[src/rtl/ccm_pkg.sv]
package ccm_pkg;

    localparam int DW   = 16;
    localparam int FRAC = 8;
    localparam int WIDE = 2*DW + 4;

    typedef logic signed [DW-1:0]   samp_t;
    typedef logic signed [WIDE-1:0] wide_t;

    typedef enum logic [1:0] {
        CAR_HOLD = 2'd0,
        CAR_UP   = 2'd1,
        CAR_DOWN = 2'd2
    } car_state_e;

    typedef enum logic [1:0] {
        MS_ZERO = 2'b00,
        MS_POS  = 2'b01,
        MS_NEG  = 2'b11
    } mstate_e;

    function automatic wide_t ext(input samp_t v);
        return wide_t'(v);
    endfunction

    function automatic samp_t sat(input wide_t x);
        wide_t hi;
        wide_t lo;
        hi = (wide_t'(1) <<< (DW-1)) - wide_t'(1);
        lo = -hi - wide_t'(1);
        if (x > hi)
            return samp_t'(hi);
        else if (x < lo)
            return samp_t'(lo);
        else
            return x[DW-1:0];
    endfunction

endpackage

[src/rtl/ccm_carrier.sv]
module ccm_carrier
    import ccm_pkg::*;
#(
    parameter int CAR_MAX = 25000,
    parameter int CW      = $clog2(CAR_MAX + 1)
) (
    input  logic          clk,
    input  logic          rst_n,
    input  logic          en,
    output logic [CW-1:0] cnt,
    output logic          peak
);

    localparam logic [CW-1:0] TOP    = CW'(CAR_MAX);
    localparam logic [CW-1:0] TOP_M1 = CW'(CAR_MAX - 1);

    car_state_e    st, st_n;
    logic [CW-1:0] cnt_n;

    always_ff @(posedge clk) begin
        if (!rst_n) begin
            st  <= CAR_HOLD;
            cnt <= '0;
        end else begin
            st  <= st_n;
            cnt <= cnt_n;
        end
    end

    always_comb begin
        st_n  = st;
        cnt_n = cnt;
        if (!en) begin
            st_n  = CAR_HOLD;
            cnt_n = '0;
        end else begin
            unique case (st)
                CAR_HOLD: begin
                    st_n  = CAR_UP;
                    cnt_n = '0;
                end
                CAR_UP: begin
                    cnt_n = cnt + CW'(1);
                    if (cnt == TOP_M1) st_n = CAR_DOWN;
                end
                CAR_DOWN: begin
                    cnt_n = cnt - CW'(1);
                    if (cnt == CW'(1)) st_n = CAR_UP;
                end
                default: begin
                    st_n  = CAR_HOLD;
                    cnt_n = '0;
                end
            endcase
        end
    end

    assign peak = en && (st == CAR_DOWN) && (cnt == TOP);

    // the count never leaves [0, CAR_MAX]
    a_r2_carrier_range: assert property (@(posedge clk) disable iff (!rst_n)
        cnt <= TOP);

    // successive enabled counts differ by exactly one, or stay at zero after enable
    a_r2_carrier_step: assert property (@(posedge clk) disable iff (!rst_n)
        (en && $past(en)) |->
            ((cnt == $past(cnt) + CW'(1)) || (cnt == $past(cnt) - CW'(1)) ||
             ((cnt == '0) && ($past(cnt) == '0))));

endmodule

[src/rtl/ccm_capreg.sv]
module ccm_capreg
    import ccm_pkg::*;
(
    input  logic          clk,
    input  logic          rst_n,
    input  logic          en,
    input  logic          peak,
    input  samp_t         v_cap,
    input  samp_t         i_arm,
    input  samp_t         v_set,
    input  samp_t         kp_v,
    input  samp_t         ki_v,
    input  logic [DW-2:0] int_lim,
    input  samp_t         half_cc,
    output samp_t         ref_o
);

    samp_t integ, integ_n;
    samp_t ev, pi, spi, ref_n;
    wide_t inc, isum, lim, pterm;

    always_comb begin
        ev    = sat(ext(v_set) - ext(v_cap));
        inc   = (ext(ki_v) * ext(ev)) >>> FRAC;
        isum  = ext(integ) + inc;
        lim   = wide_t'({1'b0, int_lim});
        if (isum > lim)
            integ_n = samp_t'(lim);
        else if (isum < -lim)
            integ_n = samp_t'(-lim);
        else
            integ_n = isum[DW-1:0];
        pterm = (ext(kp_v) * ext(ev)) >>> FRAC;
        pi    = sat(pterm + ext(integ_n));
        spi   = (i_arm < 0) ? sat(-ext(pi)) : pi;
        ref_n = sat(ext(half_cc) + ext(spi));
    end

    always_ff @(posedge clk) begin
        if (!rst_n || !en) begin
            integ <= '0;
            ref_o <= '0;
        end else if (peak) begin
            integ <= integ_n;
            ref_o <= ref_n;
        end
    end

    // reference frozen unless the previous cycle was the carrier peak
    a_r3_ref_hold: assert property (@(posedge clk) disable iff (!rst_n)
        (en && $past(en) && !$past(peak)) |-> $stable(ref_o));

    // integrator inside the limit after an update
    a_r9_integ_clamp: assert property (@(posedge clk) disable iff (!rst_n)
        (en && $past(en) && $past(peak)) |->
            ((ext(integ) <= wide_t'({1'b0, $past(int_lim)})) &&
             (ext(integ) >= -wide_t'({1'b0, $past(int_lim)}))));

    // bypass clears integrator and reference at the next edge
    a_r11_bypass_clear: assert property (@(posedge clk) disable iff (!rst_n)
        !$past(en) |-> ((integ == '0) && (ref_o == '0)));

endmodule

[src/rtl/ccm_pwm3.sv]
module ccm_pwm3
    import ccm_pkg::*;
#(
    parameter int CW = 15
) (
    input  logic          en,
    input  samp_t         ref_i,
    input  logic [CW-1:0] car,
    output logic [1:0]    mstate
);

    wide_t refw, carw;

    always_comb begin
        refw = ext(ref_i);
        carw = wide_t'({{(WIDE-CW){1'b0}}, car});
        if (!en)
            mstate = MS_ZERO;
        else if (refw > carw)
            mstate = MS_POS;
        else if (-refw > carw)
            mstate = MS_NEG;
        else
            mstate = MS_ZERO;
    end

endmodule

[src/rtl/ccm_leg.sv]
module ccm_leg
    import ccm_pkg::*;
#(
    parameter int CAR_MAX = 25000,
    parameter int CW      = $clog2(CAR_MAX + 1)
) (
    input  logic                 clk,
    input  logic                 rst_n,
    input  logic                 en,
    input  logic signed [15:0]   i_arm_top,
    input  logic signed [15:0]   i_arm_bot,
    input  logic signed [15:0]   i_link,
    input  logic signed [15:0]   v_cap_top,
    input  logic signed [15:0]   v_cap_bot,
    input  logic signed [15:0]   v_set,
    input  logic signed [15:0]   kp_cc,
    input  logic signed [15:0]   kp_v,
    input  logic signed [15:0]   ki_v,
    input  logic        [14:0]   int_lim,
    output logic        [CW-1:0] carrier,
    output logic        [1:0]    mstate_top,
    output logic        [1:0]    mstate_bot
);

    localparam int NMOD = 2;

    logic  peak;
    wide_t icir, iref, pw;
    samp_t err, p_cc, half_cc;

    samp_t      v_arr [NMOD];
    samp_t      i_arr [NMOD];
    samp_t      r_arr [NMOD];
    logic [1:0] m_arr [NMOD];

    ccm_carrier #(.CAR_MAX(CAR_MAX), .CW(CW)) u_car (
        .clk (clk),
        .rst_n(rst_n),
        .en  (en),
        .cnt (carrier),
        .peak(peak)
    );

    always_comb begin
        icir    = (ext(i_arm_top) + ext(i_arm_bot)) >>> 1;
        iref    = ext(i_link) / $signed(wide_t'(3));
        err     = sat(iref - icir);
        pw      = (ext(kp_cc) * ext(err)) >>> FRAC;
        p_cc    = sat(pw);
        half_cc = p_cc >>> 1;
    end

    assign v_arr[0] = v_cap_top;
    assign v_arr[1] = v_cap_bot;
    assign i_arr[0] = i_arm_top;
    assign i_arr[1] = i_arm_bot;

    for (genvar g = 0; g < NMOD; g++) begin : g_mod
        ccm_capreg u_reg (
            .clk    (clk),
            .rst_n  (rst_n),
            .en     (en),
            .peak   (peak),
            .v_cap  (v_arr[g]),
            .i_arm  (i_arr[g]),
            .v_set  (v_set),
            .kp_v   (kp_v),
            .ki_v   (ki_v),
            .int_lim(int_lim),
            .half_cc(half_cc),
            .ref_o  (r_arr[g])
        );

        ccm_pwm3 #(.CW(CW)) u_pwm (
            .en    (en),
            .ref_i (r_arr[g]),
            .car   (carrier),
            .mstate(m_arr[g])
        );

        // a non-zero state agrees with the reference against the carrier
        a_r8_state_match: assert property (@(posedge clk) disable iff (!rst_n)
            ((m_arr[g] == MS_POS) |-> (ext(r_arr[g]) > wide_t'({1'b0, carrier}))) and
            ((m_arr[g] == MS_NEG) |-> (-ext(r_arr[g]) > wide_t'({1'b0, carrier}))));

        // the unused code 2'b10 never appears
        a_r8_legal_code: assert property (@(posedge clk) disable iff (!rst_n)
            m_arr[g] != 2'b10);

        // bypass forces the zero state
        a_r11_bypass_zero: assert property (@(posedge clk) disable iff (!rst_n)
            !en |-> (m_arr[g] == MS_ZERO));
    end

    assign mstate_top = m_arr[0];
    assign mstate_bot = m_arr[1];

endmodule

[config.mk]
export PLATFORM = sky130hd
export DESIGN_NAME = ccm_leg
export DESIGN_NICKNAME = d
export VERILOG_FILES = /design/src/rtl/ccm_pkg.sv /design/src/rtl/ccm_carrier.sv /design/src/rtl/ccm_capreg.sv /design/src/rtl/ccm_pwm3.sv /design/src/rtl/ccm_leg.sv
export SDC_FILE = /design/constraint.sdc
export NUM_CORES = 2
export LEC_CHECK = 0
export CORE_MARGIN = 5
export CORE_UTILIZATION = 45
export DETAILED_ROUTE_END_ITERATION = 10
export PLACE_DENSITY = 0.71
export SETUP_SLACK_MARGIN = 0.05
export SLEW_MARGIN = 40
export SYNTH_ARGS = -nofsm -noshare
export SYNTH_HDL_FRONTEND = slang
export SYNTH_SLANG_ARGS = --single-unit
[constraint.sdc]
create_clock -name clk -period 28.2 [get_ports clk]
set_input_delay 5.64 -clock clk [delete_from_list [all_inputs] [get_ports clk]]
set_output_delay 5.64 -clock clk [all_outputs]
set_load 0.02 [all_outputs]
==> impl_results.md <==
- Yosys cell types: 112
- Final hold vios: 0
- Row cnt: 146
- Remaining Overflow, GRT: 0
- Crit. Startpoint: v_cap_bot[1]
- Routed Antenna Nets: 0
- Nets: 11500
- WP depth: 119
- Share of layout cells above drive strength 1: 12.35%
- Yosys top cell area share: 36.59%
- Worst EP required: 28460 ps
- Worst Setup End Kind: flop
- DP Cell Count: 11230
- Commonest register cell after synthesis: dfxtp_1
- Layout Cells excl Fill: 11330
- Worst-Margin Slew: 900.2 ps
- Drt first pass iters: 7
- Post-synth EDFFs: 0
- Per-cell routed wire length: 18.21 µm
- Status: finished, final reports clean
- Worst Setup Start Kind: input pin
- Worst R2R Setup Slack: 13080 ps
- First-pass GRT wire length: 334.4 mm
- Max cap viols: 0
- Max FO, Critical Path: 8
- Final count of negative-setup-slack endpoints: 0
- Vias: 62620
- Die ar.: 167900 µm²
- Slew Limit Fails: 0
- Syn Inst Count: 8740
- Gr busiest metal: met2
- Buffers & Inverters on Critical Path: 18
- Crit-path leading delay family: compound AO/OA/AOI/OAI gates
- Drc violations: 0
- WS Path Type: in -> reg
- Core ar.: 158600 µm²
- Final period util: 97.11%
- Clock root cell: clkbuf_16
- Sequential area share after synthesis: 2.255%
- Cell Area, Synth: 71900 µm²
- Initial Utilization: 45.34%
- Clock net sink count: 81
- Place WS: -1415 ps
- Fin crit period: 27390 ps
- Critical Path Sink: g_mod[1].u_reg.ref_o[13]$_SDFFE_PN0P_
- Die Span Y: 409.7 µm
- Seq cells post-synth: 81
- Fmax: 36.52 MHz
- # fillers: 14730
- Top cells by count, synth: inv_1, fa_1, nand2_1, ha_1, and2_1
- CTS Buffer Depth: 2
- RD Place Congestion: 0.9577
- Path depth of the worst reg2reg path: 85
- PortBufs: 180
- Chip width: 409.7 µm
- Final Util: 51.78%
- GR Util met1: 31.21%
- Synth area leader: fa_1
- Slew HR: 39.55%
- Synth Warn #: 0
- Hold_buf cts: 0
- Crit path setup slack, layout: 814.1 ps
- GRT Util Overall: 24.21%
- Final WL: 206.2 mm
- RR Startpoint: g_mod[1].u_reg.integ[0]$_SDFFE_PN0P_
- CP arrival: 27650 ps
- Hold_sp: g_mod[0].u_reg.integ[2]$_SDFFE_PN0P_
- Syn_nets: 11000
- Layout Area Growth over Synthesis: 14.18%
- Clock-pin slew on the worst setup and hold paths: 60 ps
- Final Skew: 22.05 ps
- Pin count of the biggest net entering global routing: 62
- Vias in the first global route: 65890
- Clock latency on the worst-skew pair: 400 ps
- Most used cell, CP: o21a_1
- Met3 usage: 2.827%
- CTS tree: done
- Crit Reg-Reg Endpoint: g_mod[1].u_reg.ref_o[13]$_SDFFE_PN0P_
- Initial antenna violation count: 11
- Synth area leaders: fa_1, ha_1, inv_1
- HP Class: reg -> reg
- Most common cell in the synthesized netlist: inv_1
- Asr flop ratio synth: 0%
- CTS Buf Count: 9
- IO Pins: 181
- H-tree depth: 3
- Slowest library cell on the worst path: fa_1
- Via density: 5.530
- Syn_area_per_cell: 8.226 µm²
- Initial DRC count: 4168
- Met2 Usage GRT: 42.17%
- Dpl hpwl: 171.5 mm
- Slowest stage delay, CP: 560 ps
flip-flops by register name, indices dropped and copies added, names as in the netlist:
register           count
g_mod.u_reg.ref_o     32
u_car.cnt             15
u_car.st               2
g_mod.u_reg.integ     32
cells by family after synthesis:
logic type / after synthesis / synth area share, %
simple gates: 2702 / 18.57
fa+ha+maj: 2110 / 50.39
buf+inv: 2030 / 10.65
compound gates: 1395 / 12.87
xor+xnor: 376 / 4.599
flops: 81 / 2.255
mux: 46 / 0.6700
worst reg2reg max path: cells and delay by family, from the launching register on:
kind            cells  cell delay [ps]
compound gates     47             8050
simple gates       19             2920
fa+ha+maj           6             1530
buf+inv            10             1360
mux                 2              530
flops               1              410
xor+xnor            1              220
worst min path at each step:
stage	slack, ps	end	cells past startpoint
floorplan	430	g_mod[1].u_reg.integ[13]$_SDFFE_PN0P_	2
global placement	450	g_mod[0].u_reg.integ[5]$_SDFFE_PN0P_	2
detailed placement	460	g_mod[0].u_reg.integ[2]$_SDFFE_PN0P_	2
CTS	470	g_mod[0].u_reg.integ[2]$_SDFFE_PN0P_	2
global route	480	g_mod[0].u_reg.integ[12]$_SDFFE_PN0P_	2
finish	470	g_mod[0].u_reg.integ[2]$_SDFFE_PN0P_	2
layout make-up:
class	count	area [µm²]	area share, %
clock inverter	6	42.54	0.05182
multi-input combinational	6629	64300	78.32
tap	2072	2592	3.158
sequential	81	1622	1.975
timing repair buffer	857	7054	8.593
inverter	1664	6246	7.608
clock buffer	9	225.2	0.2743
antenna	7	17.52	0.02134
routing by layer:
| layer | wire (µm) | vias up |
|---|---|---|
| met3 | 11400 | 434 |
| met4 | 7818 | 4 |
| met5 | 27 | - |
| met2 | 101800 | 1887 |
| met1 | 85180 | 31360 |
| li1 | - | 28940 |
layout by cell type, fill, tap and decap left out, drive strengths merged, types with 95 or more instances in the layout:
cell / n
a21o: 119
buf: 679
nand2: 993
fa: 1314
nor2b: 122
clkdlybuf4s50: 177
nand3: 107
and2: 492
ha: 783
nor2: 387
inv: 1663
or2: 95
a21oi: 358
xnor2: 285
nor3: 154
o21ai: 312
per-stage QoR:
stage	hold slack [ps]	TNS [ps]	cell area, µm²
2_1_floorplan	431.5	0	71920
3_3_place_gp	450.1	-26060	79740
6_report	465.7	0	82100
3_5_place_dp	458.1	-38430	79840
5_1_grt	481.9	-6832	82090
4_1_cts	465.6	0	80270
what timing repair did:
action	in CTS	in global routing
pin swaps	6	211
hold endpoints to repair	0	0
gates resized for setup	53	336
gates cloned	0	1
setup buffers	6	65
endpoints found under the setup margin	32	32
Power is not shown: default switching activity piles up to over one toggle a cycle in this logic, so the estimate is an artifact.
